===== src/rtl/patRopPkg.sv =====
package patRopPkg;
  localparam int CTRL_W = 32;
  localparam int ROP_LO = 0;
  localparam int MASK_BIT = 17;
  localparam int PAT_EN_BIT = 18;
  localparam int SOLID_BIT = 19;

  typedef struct packed {
    logic       load;
    logic       patEn;
    logic       patBit;
    logic       skip;
    logic       fallback;
    logic [1:0] pixBytes;
  } ropStrobes_t;
endpackage


===== src/rtl/patRopCtl.sv =====
module patRopCtl
  import patRopPkg::*;
#(
  parameter int CNT_W = 16,
  parameter int ROW_W = 8
) (
  input  logic                     clk,
  input  logic                     rstN,
  input  logic                     inValid,
  input  logic [CTRL_W-1:0]        ctrl,
  input  logic [ROW_W-1:0]         patRow,
  input  logic [$clog2(ROW_W)-1:0] dstBaseLow,
  input  logic [CNT_W-1:0]         xCount,
  input  logic [1:0]               bytesPerPix,
  output ropStrobes_t              strobes,
  output logic                     outValid
);
  localparam int IDX_W = $clog2(ROW_W);

  logic [ROW_W-1:0] rowEff;
  logic [IDX_W-1:0] bitIdx;
  logic [7:0]       ropCode;
  logic             selBit;

  assign ropCode = ctrl[ROP_LO +: 8];
  assign rowEff  = ctrl[SOLID_BIT] ? '0 : patRow;
  assign bitIdx  = dstBaseLow + xCount[IDX_W-1:0];
  assign selBit  = rowEff[bitIdx];

  always_comb begin
    strobes          = '0;
    strobes.load     = inValid;
    strobes.patEn    = ctrl[PAT_EN_BIT];
    strobes.patBit   = selBit;
    strobes.skip     = ctrl[PAT_EN_BIT] & ctrl[MASK_BIT] & ~selBit;
    strobes.fallback = (ropCode[7:4] == ropCode[3:0]);
    strobes.pixBytes = (bytesPerPix == 2'd0) ? 2'd1 : bytesPerPix;
  end

  always_ff @(posedge clk) begin
    if (!rstN) outValid <= 1'b0;
    else       outValid <= inValid;
  end
endmodule


===== src/rtl/patRopData.sv =====
module patRopData
  import patRopPkg::*;
#(
  parameter int PIX_W = 32
) (
  input  logic             clk,
  input  logic             rstN,
  input  ropStrobes_t      strobes,
  input  logic [7:0]       ropCode,
  input  logic [PIX_W-1:0] srcPix,
  input  logic [PIX_W-1:0] dstPix,
  input  logic [PIX_W-1:0] patFg,
  input  logic [PIX_W-1:0] patBg,
  output logic [PIX_W-1:0] outPix,
  output logic             outSkip
);
  localparam int LANES = PIX_W / 8;

  logic [LANES-1:0] laneOn;
  logic [PIX_W-1:0] widthMask;
  logic [PIX_W-1:0] patOp;
  logic [PIX_W-1:0] triRes;
  logic [PIX_W-1:0] srcOnlyRes;
  logic [PIX_W-1:0] ropRes;
  logic [PIX_W-1:0] nextPix;
  logic             keepUpper;

  assign keepUpper = (strobes.pixBytes == 2'd3);

  for (genvar b = 0; b < LANES; b++) begin : g_lane
    assign laneOn[b] = (32'(b) < {30'd0, strobes.pixBytes});
    assign widthMask[b*8 +: 8] = {8{laneOn[b]}};
    assign nextPix[b*8 +: 8] = laneOn[b] ? ropRes[b*8 +: 8]
                             : (keepUpper ? dstPix[b*8 +: 8] : 8'd0);
  end

  assign patOp = strobes.patEn
               ? ((strobes.patBit ? patFg : patBg) & widthMask)
               : '0;

  for (genvar i = 0; i < PIX_W; i++) begin : g_bit
    assign triRes[i]     = ropCode[{patOp[i], srcPix[i], dstPix[i]}];
    assign srcOnlyRes[i] = ropCode[{1'b0, srcPix[i], dstPix[i]}];
  end

  assign ropRes = strobes.fallback ? srcOnlyRes : triRes;

  always_ff @(posedge clk) begin
    if (!rstN) begin
      outPix  <= '0;
      outSkip <= 1'b0;
    end else if (strobes.load) begin
      outPix  <= strobes.skip ? dstPix : nextPix;
      outSkip <= strobes.skip;
    end
  end
endmodule


===== src/rtl/patRopUnit.sv =====
module patRopUnit
  import patRopPkg::*;
#(
  parameter int PIX_W = 32,
  parameter int CNT_W = 16
) (
  input  logic              clk,
  input  logic              rstN,
  input  logic              inValid,
  input  logic [31:0]       ctrl,
  input  logic [PIX_W-1:0]  srcPix,
  input  logic [PIX_W-1:0]  dstPix,
  input  logic [7:0]        patRow,
  input  logic [2:0]        dstBaseLow,
  input  logic [CNT_W-1:0]  xCount,
  input  logic [PIX_W-1:0]  patFg,
  input  logic [PIX_W-1:0]  patBg,
  input  logic [1:0]        bytesPerPix,
  output logic              outValid,
  output logic [PIX_W-1:0]  outPix,
  output logic              outSkip
);
  ropStrobes_t strobes;

  patRopCtl #(.CNT_W(CNT_W), .ROW_W(8)) uCtl (
    .clk(clk), .rstN(rstN), .inValid(inValid), .ctrl(ctrl),
    .patRow(patRow), .dstBaseLow(dstBaseLow), .xCount(xCount),
    .bytesPerPix(bytesPerPix), .strobes(strobes), .outValid(outValid)
  );

  patRopData #(.PIX_W(PIX_W)) uData (
    .clk(clk), .rstN(rstN), .strobes(strobes), .ropCode(ctrl[7:0]),
    .srcPix(srcPix), .dstPix(dstPix), .patFg(patFg), .patBg(patBg),
    .outPix(outPix), .outSkip(outSkip)
  );
endmodule


===== config.mk =====
export PLATFORM = sky130hd
export DESIGN_NAME = patRopUnit
export DESIGN_NICKNAME = d
export VERILOG_FILES = /design/src/rtl/patRopPkg.sv /design/src/rtl/patRopCtl.sv /design/src/rtl/patRopData.sv /design/src/rtl/patRopUnit.sv
export SDC_FILE = /design/constraint.sdc
export NUM_CORES = 1
export LEC_CHECK = 0
export BUFFER_PORTS_ARGS = -buffer_cell sky130_fd_sc_hd__buf_2
export CAP_MARGIN = 20
export CORE_ASPECT_RATIO = 1.5
export CORE_MARGIN = 2
export CORE_UTILIZATION = 45
export CTS_BUF_LIST = sky130_fd_sc_hd__clkbuf_4
export CTS_CLUSTER_DIAMETER = 120
export CTS_CLUSTER_SIZE = 28
export DETAILED_ROUTE_END_ITERATION = 8
export GPL_TIMING_DRIVEN = 0
export PLACE_DENSITY = 0.84
export SYNTH_ARGS = -nofsm -noshare
export SYNTH_HDL_FRONTEND = slang
export SYNTH_SLANG_ARGS = --single-unit

===== constraint.sdc =====
create_clock -name clk -period 3.5 [get_ports clk]
set_input_delay 0.7 -clock clk [delete_from_list [all_inputs] [get_ports clk]]
set_output_delay 0.7 -clock clk [all_outputs]
set_load 0.02 [all_outputs]

# ---- Word level (Yosys, flattened, before mapping)
# Cells that the tools add are included.
dict set report word_totals {
  regBits 34
  input_bits 192
  out_inout_bits 34
  wordCells 174
}
dict set report op_classes {
  addsub 1
  magnitude_cmp 52
  eq_ne 2
  muxes 111
  bitwise 4
  reduce_logical 1
}
# op count
set ops {}
lappend ops {{$lt 3x4->1 const B} 25}
lappend ops {{$lt 2x4->1 const B} 24}
lappend ops {{$mux 32} 3}
lappend ops {{$bmux 1 s3} 25}
lappend ops {{$mux 8} 8}
lappend ops {{$mux 1} 49}
lappend ops {{$bmux 1 s2} 24}
lappend ops {{$and 32x24->32} 1}
lappend ops {{$mux 24} 1}
lappend ops {{$eq 4x4->1} 1}
lappend ops {{$lt 1x2->1 const A} 2}
lappend ops {{$add 3x3->3} 1}
lappend ops {{$and 1x1->1} 2}
lappend ops {{$eq 2x2->1 const B} 1}
lappend ops {{$logic_not 2->1} 1}
lappend ops {{$lt 2x2->1 const A} 1}
lappend ops {{$mux 2} 1}
lappend ops {{$not 1->1} 1}

# ---- Depth between registers and ports, before layout
# Gate-level depths: netlist of the first run.
dict set report logic_depth {
  ltp_word 11
  ltp_mapped 10
  ltp_nobuf 9
}

# ---- Cells and area by module
# From an unflattened synthesis of the first run, not the netlist that was laid out.
dict set report hier_totals {
  hier_cells 354
  area_unflattened_um2 3580.9
}
# mod n_inst cells_per_inst area_per_inst_um2 seq_area_each_um2
set modules_own_cells {}
lappend modules_own_cells {patRopData 1 331 3345.7 660.6}
lappend modules_own_cells {patRopCtl 1 23 235.2 20.0}

# ---- Worst setup path after synthesis of the first run
# OpenSTA, ideal clock, no wires.
dict set report synth_path {
  path_type {in2reg}
  startpoint {input port dstBaseLow[0]}
  endpoint {register uData.outPix[16]}
  setup_time_ns 0.130
  arrival_time_ns 2.971
  slack_ns 0.399
  cell_stages 10
  n_path_buf 1
  cell_sequence {ha_1 -> inv_1 -> fa_1 -> mux4_2 -> mux2i_4 -> nor2_4 -> buf_6 -> mux2i_1 -> mux2i_1 -> o22ai_1}
}
dict set report synth_via {
  elab_chain_cells 11
  word_cells_on_any_way 13
  classes_between {add/sub: 1; mux: 9; bitwise: 3}
}
# item line
set synth_lines {}
lappend synth_lines {{from (decl)} patRopUnit.sv:14} ;# input logic [2:0] dstBaseLow,
lappend synth_lines {{$add 3x3->3 *} patRopCtl.sv:27} ;# assign bitIdx = dstBaseLow + xCount[IDX_W-1:0];
lappend synth_lines {{$bmux 1 s3 *} patRopCtl.sv:28} ;# assign selBit = rowEff[bitIdx];
lappend synth_lines {{$mux 1 (implied by the code) *} patRopCtl.sv:28}
lappend synth_lines {{$mux 32} patRopData.sv:38} ;# ? ((strobes.patBit ? patFg : patBg) & widthMask)
lappend synth_lines {{$and 32x24->32} patRopData.sv:38}
lappend synth_lines {{$mux 32} patRopData.sv:38}
lappend synth_lines {{$bmux 1 s3} patRopData.sv:42} ;# assign triRes[i] = ropCode[{patOp[i], srcPix[i], dstPix[i]}];
lappend synth_lines {{$mux 1 (implied by the code)} patRopData.sv:42}
lappend synth_lines {{$mux 24} patRopData.sv:46} ;# assign ropRes = strobes.fallback ? srcOnlyRes : triRes;
lappend synth_lines {{$mux 8} patRopData.sv:33} ;# assign nextPix[b*8 +: 8] = laneOn[b] ? ropRes[b*8 +: 8]
lappend synth_lines {{$mux 32 *} patRopData.sv:53} ;# outPix <= strobes.skip ? dstPix : nextPix;
lappend synth_lines {{to (signal assigned)} patRopData.sv:53}
lappend synth_lines {{to (decl)} patRopData.sv:14} ;# output logic [PIX_W-1:0] outPix,
# Mark *: on every way between the ends. The rest lies on a longest branch, timed or not. The select of a mux whose other input is x is not followed.
# A chain may end at the register's enable or synchronous reset.

# ---- Worst setup path after layout of the first run
dict set report layout_path {
  startpoint {input port dstBaseLow[0]}
  endpoint {register uData.outPix[18]}
}
# The elaborated chain is that of the path after synthesis.

==> impl_metrics.py, run 1 <==
metrics = {
    "run_status": {
        "status": "completed",
    },
    "synth": {
        "ys_ff_latch": 34,
        "netlist_area_sq_mm": 0.00359,
        "syn-num-nets": 552,
        "synth-simple-area-share": 0.154,
        "synthMuxAreaShare": 0.437,
        "synth_top_cell_by_area": "mux4_2",
        "synth.top_cell.area_share": 0.314,
        "ys_seq_area_frac": 0.190,
        "synth-edff-count": 0,
        "async_reset_ff_frac": 0,
        "synth_flop_cell": "dfxtp_1",
        "syn_inst": 358,
        "synth-xor-area-share": 0.0160,
        "synth_compound_area_frac": 0.134,
        "synth_top_family_by_area": "multiplexers",
        "syn_area_per_cell_sq_um": 10.0,
        "yosysWarningCount": 0,
        "synthAdderAreaFrac": 0.00906,
        "synthTopCellsByArea": "mux4_2 (31%), dfxtp_1 (19%), mux2i_1 (11%)",
        "netlist-cell-type-count": 29,
    },
    "critical_path": {
        "startpoint_type": "primary input",
        "slowest_stage": "mux4_2",
        "crit_path_max_fanout": 10,
        "worstPathCellList": "buf_2 > ha_1 > inv_1 > fa_1 > mux4_2 > mux2i_4 > nor2_4 > nor2_4 > buf_2 > a31oi_1 > o22ai_1",
        "crit_family": "multiplexers",
        "critical_path_class": "primary input to flip-flop",
        "cp.arrival_ps": 3500,
        "crit_buf_inv": 3,
        "end_kind": "flip-flop",
        "cp.required_ps": 3760,
        "critPathMaxStageDelay_ps": 570,
    },
    "cts": {
        "cts_tree": "yes",
        "cts_root_buffer": "clkbuf_4",
        "cts_buffer_depth": 2,
        "cts-resized-gates": 0,
        "cts_hold_buf": 0,
        "h-tree-depth": 2,
        "cts_inserted_buffers": 5,
        "cts_setup_buffers": 0,
        "clock_sinks": 34,
        "clkTransAtPathRegs_ps": 120,
        "clock_latency_ps": 340,
    },
    "place": {
        "globalplace.congestion": 0.973,
        "port_buffers": 164,
        "placed_area_sq_mm": 0.00454,
        "dp_hpwl_um": 9550,
    },
    "route": {
        "vias": 3966,
        "post_drt_wl_per_cell_um": 19.6,
        "firstDrtPassIters": 6,
        "wirelength_um": 12400,
        "drc": 0,
        "ant_nets": 0,
        "drtIter0Drc": 351,
        "via_per_inst": 6.28,
    },
    "hold_path": {
        "hp-class": "flip-flop to flip-flop",
    },
    "final_layout": {
        "register_area_sq_um": 681,
        "drive_above_1_share": 0.438,
        "fillCellCount": 652,
        "final_cell_area_sq_mm": 0.00464,
        "multi_input_area_sq_mm": 0.00270,
        "diodes": 0,
        "area_growth_pct": 29.4,
        "layout.nets": 723,
    },
    "global_route": {
        "grt_start_max_net_pins": 13,
        "antenna_found_initial": 0,
        "gr-total-overflow": 0,
        "grt_pass1_wl_um": 19300,
        "track_usage": 0.278,
        "grt_pass1_vias": 4078,
    },
    "power_and_ir_drop": {
        "p_sw_frac": 0.347,
        "power_frac_seq": 0.300,
        "switching_power_uw": 492,
        "irDropWorstVdd_uv": 207,
        "clockPowerShare": 0.266,
        "power_mw": 1.42,
        "power_density_mw_per_mm2": 305,
        "pwr-share-comb": 0.434,
        "internal_power_uw": 927,
        "p_leak_nw": 1.95,
    },
    "floorplan": {
        "dieArea_sq_mm": 0.00872,
        "start_util": 0.469,
        "fp.dieW_um": 76.9,
        "placement_rows": 39,
        "ios": 226,
        "core_area_sq_mm": 0.00766,
        "die_h_um": 113,
    },
    "timing": {
        "max-slew-margin-rel": 0.613,
        "fin_crit_sh": 0.924,
        "fmax_mhz": 309,
        "period_needed_ps": 3230,
        "fin_hold_ws_ps": 487,
        "clock_skew_ps": 0,
        "finalSetupViolCount": 0,
        "slew_violations": 0,
        "hold_viol_final": 0,
        "worstMarginPinSlew_ps": 581,
        "rsz0062_at_grt": "false",
    },
    "run": {
        "drv_cap": 0,
    },
}
-- flip-flops by register name, indices dropped and copies added, names as in the netlist --
name	count
uData.outPix	32
uData.outSkip	1
uCtl.outValid	1
-- final cells by class --
cell class / count / area share
repair buffers: 164 / 0.177
plain buffers: 39 / 0.0356
inverters: 13 / 0.0105
well taps: 102 / 0.0275
multi-input cells: 272 / 0.580
clock buffers: 5 / 0.00808
flip-flops and latches: 34 / 0.147
clock inverters: 3 / 0.0148
-- kinds of logic (layout without fill, tap and decap cells) --
| family | after synthesis | count (layout) |
|---|---|---|
| DFF | 34 | 34 |
| and+or+nand+nor | 105 | 105 |
| adders and majority gates | 2 | 2 |
| muxes | 93 | 93 |
| xor gates and xnor gates | 5 | 5 |
| buffers and inverters | 52 | 224 |
| AOI/OAI and AO/OA | 67 | 67 |
-- routing by layer --
metal	vias to the layer above	part of all wire	wire, um	GRT usage
li1	1762	-	-	-
met4	0	0.018	218	0.120
met2	310	0.53	6620	0.510
met5	-	0	0	0
met3	27	0.11	1360	0.0609
met1	1867	0.34	4180	0.307
-- cell usage in the layout, fill, tap and decap left out, drive strengths merged --
cell type,count
bufinv,2
inv,12
xor2,4
o21a,1
fa,1
nor2,20
nor2b,16
o22ai,16
a22o,16
mux4,50
nand3,50
dfxtp,34
and2,1
buf,173
mux2,1
a31oi,24
nand4b,8
o21bai,1
nand2,10
xnor3,1
o41a,1
ha,1
o211ai,8
mux2i,42
clkbuf,35
clkinv,2
-- power groups by stage --
stage	Clock [mW]	Sequential (mW)	Combinational, mW
after floorplan	0	0.465	0.364
after CTS	0.385	0.426	0.606
after global placement	0	0.433	0.587
final	0.378	0.426	0.615
after global routing	0.401	0.428	0.655
after detailed placement	0	0.434	0.604
-- final timing paths --
path	from	end	slack (ps)	cells after the start
worst min register to register	uData.outPix[4]	uData.outPix[4]	490	1
worst max register to register	uData.outPix[11]	uData.outPix[11]	2620	3
worst max-delay path	dstBaseLow[0]	uData.outPix[18]	270	11
worst min-delay path	uData.outPix[4]	uData.outPix[4]	490	1
-- through the flow --
| stage | TNS [ps] | setup slack (ps) | utilization | cells |
|---|---|---|---|---|
| after floorplan | 0 | 399 | - | 358 |
| after global routing | 0 | 113 | 0.606 | 632 |
| after detailed placement | -382 | -52.7 | 0.592 | 624 |
| final | 0 | 266 | 0.606 | 632 |
| after global placement | -14.7 | -10.5 | 0.592 | 624 |
| after CTS | 0 | 300 | 0.606 | 632 |
-- synthesized netlist by cell type, types with 2 or more instances --
cell type	instances
nor2_4	2
mux4_2	50
a31oi_1	24
mux2i_1	41
dfxtp_1	34
nand2_1	10
buf_1	4
xor2_1	4
nand4b_1	8
o22ai_1	16
buf_6	2
buf_2	3
nor2_1	18
o211ai_1	8
clkbuf_1	30
a22o_1	16
inv_1	12
nand3_1	50
nor2b_1	16
No activity file was read; power rests on OpenSTA's default activity.
==> run 2, diff against run 1 <==
- CELL_PAD_IN_SITES_DETAIL_PLACEMENT: unset -> 0
- CELL_PAD_IN_SITES_GLOBAL_PLACEMENT: unset -> 1
- CORE_UTILIZATION: 45 -> 32
- PLACE_DENSITY: 0.84 -> 0.89
==> run 2 against run 1 <==
Net effect: critical path type unchanged; largest power group unchanged; worst setup slack lost 25 ps; fmax shrank 0.76%; register-to-register slack gained 20 ps; sequential power is essentially flat; largest cell class unchanged.
==> impl_metrics.py, run 2 (same netlist as run 1, synthesis figures left out) <==
metrics = {
    "critical_path": {
        "end_kind": "flip-flop",
        "critical_path_class": "primary input to flip-flop",
        "cp.arrival_ps": 3530,
        "crit_path_max_fanout": 10,
        "cp.required_ps": 3770,
        "worstPathCellList": "buf_2 > ha_1 > inv_1 > fa_1 > mux4_2 > mux2i_4 > nor2_4 > nor2_4 > buf_2 > a31oi_1 > o22ai_1",
        "startpoint_type": "primary input",
        "critPathMaxStageDelay_ps": 570,
        "slowest_stage": "mux4_2",
    },
    "final_layout": {
        "largest_register": "uData.outPix",
        "area_growth_pct": 30.4,
        "layout_commonest_cell": "buf_2",
        "layout.nets": 723,
        "final_cell_area_sq_mm": 0.00468,
        "layout_common_cells": "buf_2 (167), mux4_2 (50), nand3_1 (50)",
        "reg_top3": "uData.outPix x32, uCtl.outValid x1, uData.outSkip x1",
        "largest_reg_flops": 32,
        "drive_above_1_share": 0.438,
    },
    "floorplan": {
        "start_util": 0.326,
        "core_area_sq_mm": 0.0110,
        "die_h_um": 134,
        "fp.dieW_um": 90.5,
        "ios": 226,
        "placement_rows": 47,
        "dieArea_sq_mm": 0.0121,
    },
    "global_route": {
        "grt_pass1_wl_um": 21100,
        "grt_start_max_net_pins": 12,
        "antenna_found_initial": 1,
        "track_usage": 0.220,
        "gr-total-overflow": 0,
        "grt_pass1_vias": 4188,
    },
    "power_and_ir_drop": {
        "irDropWorstVdd_uv": 124,
        "p_leak_nw": 1.94,
        "power_density_mw_per_mm2": 292,
        "power_mw": 1.37,
    },
    "run_status": {
        "status": "completed",
    },
    "timing": {
        "slew_violations": 0,
        "fin_crit_sh": 0.931,
        "clock_skew_ps": 0,
        "fmax_mhz": 307,
        "worstMarginPinSlew_ps": 561,
        "max-slew-margin-rel": 0.625,
        "finalSetupViolCount": 0,
        "rsz0062_at_grt": "false",
        "period_needed_ps": 3260,
        "hold_viol_final": 0,
    },
    "route": {
        "ant_nets": 0,
        "drtIter0Drc": 237,
        "drc": 0,
        "firstDrtPassIters": 5,
        "post_drt_wl_per_cell_um": 20.1,
        "vias": 3932,
        "via_per_inst": 5.80,
        "wirelength_um": 13600,
    },
    "cts": {
        "clock_sinks": 34,
        "clkTransAtPathRegs_ps": 130,
        "cts-resized-gates": 0,
        "h-tree-depth": 2,
        "clock_latency_ps": 350,
        "cts_setup_buffers": 0,
        "cts_root_buffer": "clkbuf_4",
        "cts_buffer_depth": 2,
        "cts_hold_buf": 0,
        "cts_inserted_buffers": 5,
        "cts_tree": "yes",
    },
    "place": {
        "globalplace.congestion": 0.936,
        "dp_hpwl_um": 10900,
        "placed_area_sq_mm": 0.00459,
        "port_buffers": 164,
    },
    "hold_path": {
        "hp-class": "flip-flop to flip-flop",
    },
    "run": {
        "drv_cap": 0,
    },
}
[run 2: path summary, 6_finish.rpt]
kind,start,to,slack [ps],cells after the start
worst max-delay path,dstBaseLow[0],uData.outPix[15],240,11
worst max register to register,uData.outPix[22],uData.outPix[22],2640,3
worst min-delay path,uData.outPix[7],uData.outPix[7],490,1
worst min register to register,uData.outPix[7],uData.outPix[7],490,1
[run 2: per-layer routing]
| layer | part of all wire | track usage | up-vias |
|---|---|---|---|
| met1 | 0.36 | 0.235 | 1918 |
| met4 | 0.028 | 0.0906 | 0 |
| met3 | 0.070 | 0.0385 | 34 |
| met2 | 0.54 | 0.421 | 214 |
| met5 | 0 | 0 | - |
| li1 | - | - | 1766 |
[run 2: through the flow]
step           instances  utilization  worst slack (ps)  setup TNS [ps]  hold WS [ps]
2_1_floorplan        358            -               399               0           584
3_3_place_gp         669        0.418             -28.2            -304           458
3_5_place_dp         669        0.418             -99.9           -1220           463
4_1_cts              677        0.425               266               0           494
5_1_grt              678        0.426               155               0           525
6_report             678        0.426               242               0           490
[run 2: critical path, delay by kind of cell]
family                     cells  cell delay, ps
muxes                          2             970
adders and majority gates      2             690
and+or+nand+nor                2             450
buffers and inverters          3             410
AOI/OAI and AO/OA              2             300
[run 2: layout make-up]
type	count	area, sq um
Fill cell	1138	6320
Multi-Input combinational cell	272	2700
Timing Repair Buffer	164	821
Sequential cell	34	681
Tap cell	147	184
Buffer	39	165
Inverter	13	48.8
Clock buffer	6	45.0
Clock inverter	2	37.5
Antenna cell	1	2.50
[run 2: power breakdown]
group / switching, mW / total, mW / internal, mW
logic: 0.332 / 0.623 / 0.291
registers: 0.0132 / 0.426 / 0.413
clock network: 0.159 / 0.318 / 0.158
==> run 3, diff against run 2 <==
--- a/config.mk
+++ b/config.mk
@@ -13,3 +13,3 @@
 export CORE_MARGIN = 2
-export CORE_UTILIZATION = 32
+export CORE_UTILIZATION = 34
 export CTS_BUF_LIST = sky130_fd_sc_hd__clkbuf_4
@@ -19,3 +19,3 @@
 export GPL_TIMING_DRIVEN = 0
-export PLACE_DENSITY = 0.89
+export PLACE_DENSITY = 0.93
 export SYNTH_ARGS = -nofsm -noshare
==> constraint.sdc (replaced) <==
create_clock -name clk -period 4 [get_ports clk]
set_input_delay 0.8 -clock clk [delete_from_list [all_inputs] [get_ports clk]]
set_output_delay 0.8 -clock clk [all_outputs]
set_load 0.01 [all_outputs]
==> run 3 against run 2 <==
Net effect: total power fell by 21%; sequential power decreased by 12%; die area decreased by 5.7%; critical endpoint is now uData.outPix[27]; routed wire length shrank 1.4%; worst setup slack better by 400 ps; critical path depth shrank 1.
==> impl_metrics.py, run 3 (same netlist as run 1, synthesis figures left out) <==
metrics = {
    "critical_path": {
        "critical_path_class": "primary input to flip-flop",
        "worstPathCellList": "buf_2 > ha_1 > inv_1 > fa_1 > mux4_2 > mux2i_4 > nor2_4 > nor2_4 > o21a_1 > a22o_1",
        "path_depth": 10,
        "slowest_stage": "fa_1",
        "crit_path_max_fanout": 10,
        "critPathMaxStageDelay_ps": 560,
        "cp.arrival_ps": 3650,
        "rr_worst_depth": 3,
        "r2r_slack_ps": 3160,
        "crit_family": "multiplexers",
        "critPathMostFrequentCell": "nor2_4",
        "crit_buf_inv": 2,
        "end_kind": "flip-flop",
        "startpoint_type": "primary input",
        "cp.required_ps": 4300,
    },
    "route": {
        "vias": 3893,
        "via_per_inst": 5.78,
        "drtIter0Drc": 257,
        "firstDrtPassIters": 5,
        "met3_length_um": 1030,
        "wl_met2_um": 7260,
        "wirelength_um": 13400,
        "dr.max_layer_used": "met4",
        "drc": 0,
        "ant_nets": 0,
        "post_drt_wl_per_cell_um": 19.9,
        "m1WireLength_um": 4740,
    },
    "run": {
        "drv_cap": 0,
    },
    "floorplan": {
        "placement_rows": 46,
        "dieArea_sq_mm": 0.0114,
        "die_h_um": 130,
        "fp.dieW_um": 87.9,
        "ios": 226,
        "start_util": 0.345,
        "core_area_sq_mm": 0.0104,
    },
    "timing": {
        "max-slew-margin-rel": 0.625,
        "fin_hold_ws_ps": 486,
        "period_needed_ps": 3360,
        "rsz0062_at_grt": "false",
        "finalSetupTns_ps": 0,
        "fmax_mhz": 298,
        "hold_viol_final": 0,
        "worstMarginPinSlew_ps": 561,
        "finalWorstSetupSlack_ps": 643,
        "finalSetupViolCount": 0,
        "clock_skew_ps": 0,
        "slew_violations": 0,
        "fin_crit_sh": 0.839,
    },
    "power_and_ir_drop": {
        "pwr-share-comb": 0.487,
        "p_leak_nw": 1.92,
        "p_sw_frac": 0.373,
        "power_density_mw_per_mm2": 233,
        "switching_power_uw": 403,
        "clockPowerShare": 0.168,
        "power_frac_seq": 0.346,
        "irDropWorstVdd_uv": 74.9,
        "internal_power_uw": 676,
    },
    "cts": {
        "cts_root_buffer": "clkbuf_4",
        "cts_hold_buf": 0,
        "clkTransAtPathRegs_ps": 110,
        "cts_tree": "yes",
        "cts_setup_buffers": 0,
        "h-tree-depth": 2,
        "clock_latency_ps": 350,
        "cts_inserted_buffers": 5,
        "clock_sinks": 34,
        "cts_buffer_depth": 2,
        "cts-resized-gates": 0,
    },
    "final_layout": {
        "layout_commonest_cell": "buf_2",
        "largest_register": "uData.outPix",
        "area_growth_pct": 29.2,
        "layout_common_cells": "buf_2 (167), mux4_2 (50), nand3_1 (50)",
        "fillCellCount": 1022,
        "register_area_sq_um": 681,
        "multi_input_area_sq_mm": 0.00270,
        "drive_above_1_share": 0.434,
        "reg_top3": "uData.outPix x32, uCtl.outValid x1, uData.outSkip x1",
        "largest_reg_flops": 32,
        "layout.nets": 723,
    },
    "global_route": {
        "gr-total-overflow": 0,
        "grt_start_max_net_pins": 11,
        "antenna_found_initial": 0,
        "track_usage": 0.229,
        "grt_pass1_vias": 4111,
        "grt_pass1_wl_um": 20200,
    },
    "place": {
        "pre_cts_ws_ps": 302,
        "globalplace.congestion": 0.924,
        "port_buffers": 164,
        "dp_hpwl_um": 10800,
    },
    "run_status": {
        "status": "completed",
    },
    "hold_path": {
        "hold_depth": 1,
        "hp-class": "flip-flop to flip-flop",
    },
}
[run 3: cell count changes in the layout (fill, tap and decap cells not counted)]
cell        previous run  this run
diode_2                1         2
clkinv_1               1         2
bufinv_16              1         0
clkinvlp_4             1         0
clkbuf_4               6         5
[run 3: layout make-up]
type / count / area share
antenna: 2 / 0.00108
buffer: 39 / 0.0356
tap: 144 / 0.0389
multi-input combinational: 272 / 0.581
inverter: 13 / 0.0105
clock inverter: 1 / 0.000809
clock buffer: 5 / 0.00809
sequential: 34 / 0.147
timing repair buffer: 164 / 0.177
[run 3: worst register-to-register path, cell delays in order (launching register included)]
cell and delay [ps]:
dfxtp_1 340, nor2b_1 130, a31oi_1 160, o22ai_1 90
[run 3: path summary, 6_finish.rpt]
| check | startpoint | endpoint |
|---|---|---|
| setup / recovery | dstBaseLow[0] | uData.outPix[27] |
| hold / removal | uData.outPix[30] | uData.outPix[30] |
| setup reg to reg | uData.outPix[16] | uData.outPix[16] |
| hold reg to reg | uData.outPix[30] | uData.outPix[30] |
[run 3: power by group through the flow]
stage / clock [mW] / sequential [mW] / combinational [mW]
final: 0.181 / 0.373 / 0.525
after global routing: 0.193 / 0.375 / 0.565
after CTS: 0.186 / 0.373 / 0.522
after detailed placement: 0 / 0.380 / 0.520
after global placement: 0 / 0.379 / 0.507
after floorplan: 0 / 0.390 / 0.318
[run 3: metrics by stage]
step | cell area, sq um | instances | util | total power, mW
2_1_floorplan | 3590 | 358 | - | 0.708
3_3_place_gp | 4590 | 666 | 0.441 | 0.887
3_5_place_dp | 4590 | 666 | 0.441 | 0.901
4_1_cts | 4630 | 672 | 0.445 | 1.08
5_1_grt | 4630 | 672 | 0.445 | 1.13
6_report | 4640 | 674 | 0.445 | 1.08
[run 3: metal layers]
| layer | track usage | vias up |
|---|---|---|
| met4 | 0.104 | 0 |
| li1 | - | 1770 |
| met1 | 0.249 | 1886 |
| met3 | 0.0417 | 36 |
| met2 | 0.423 | 201 |
| met5 | 0 | - |
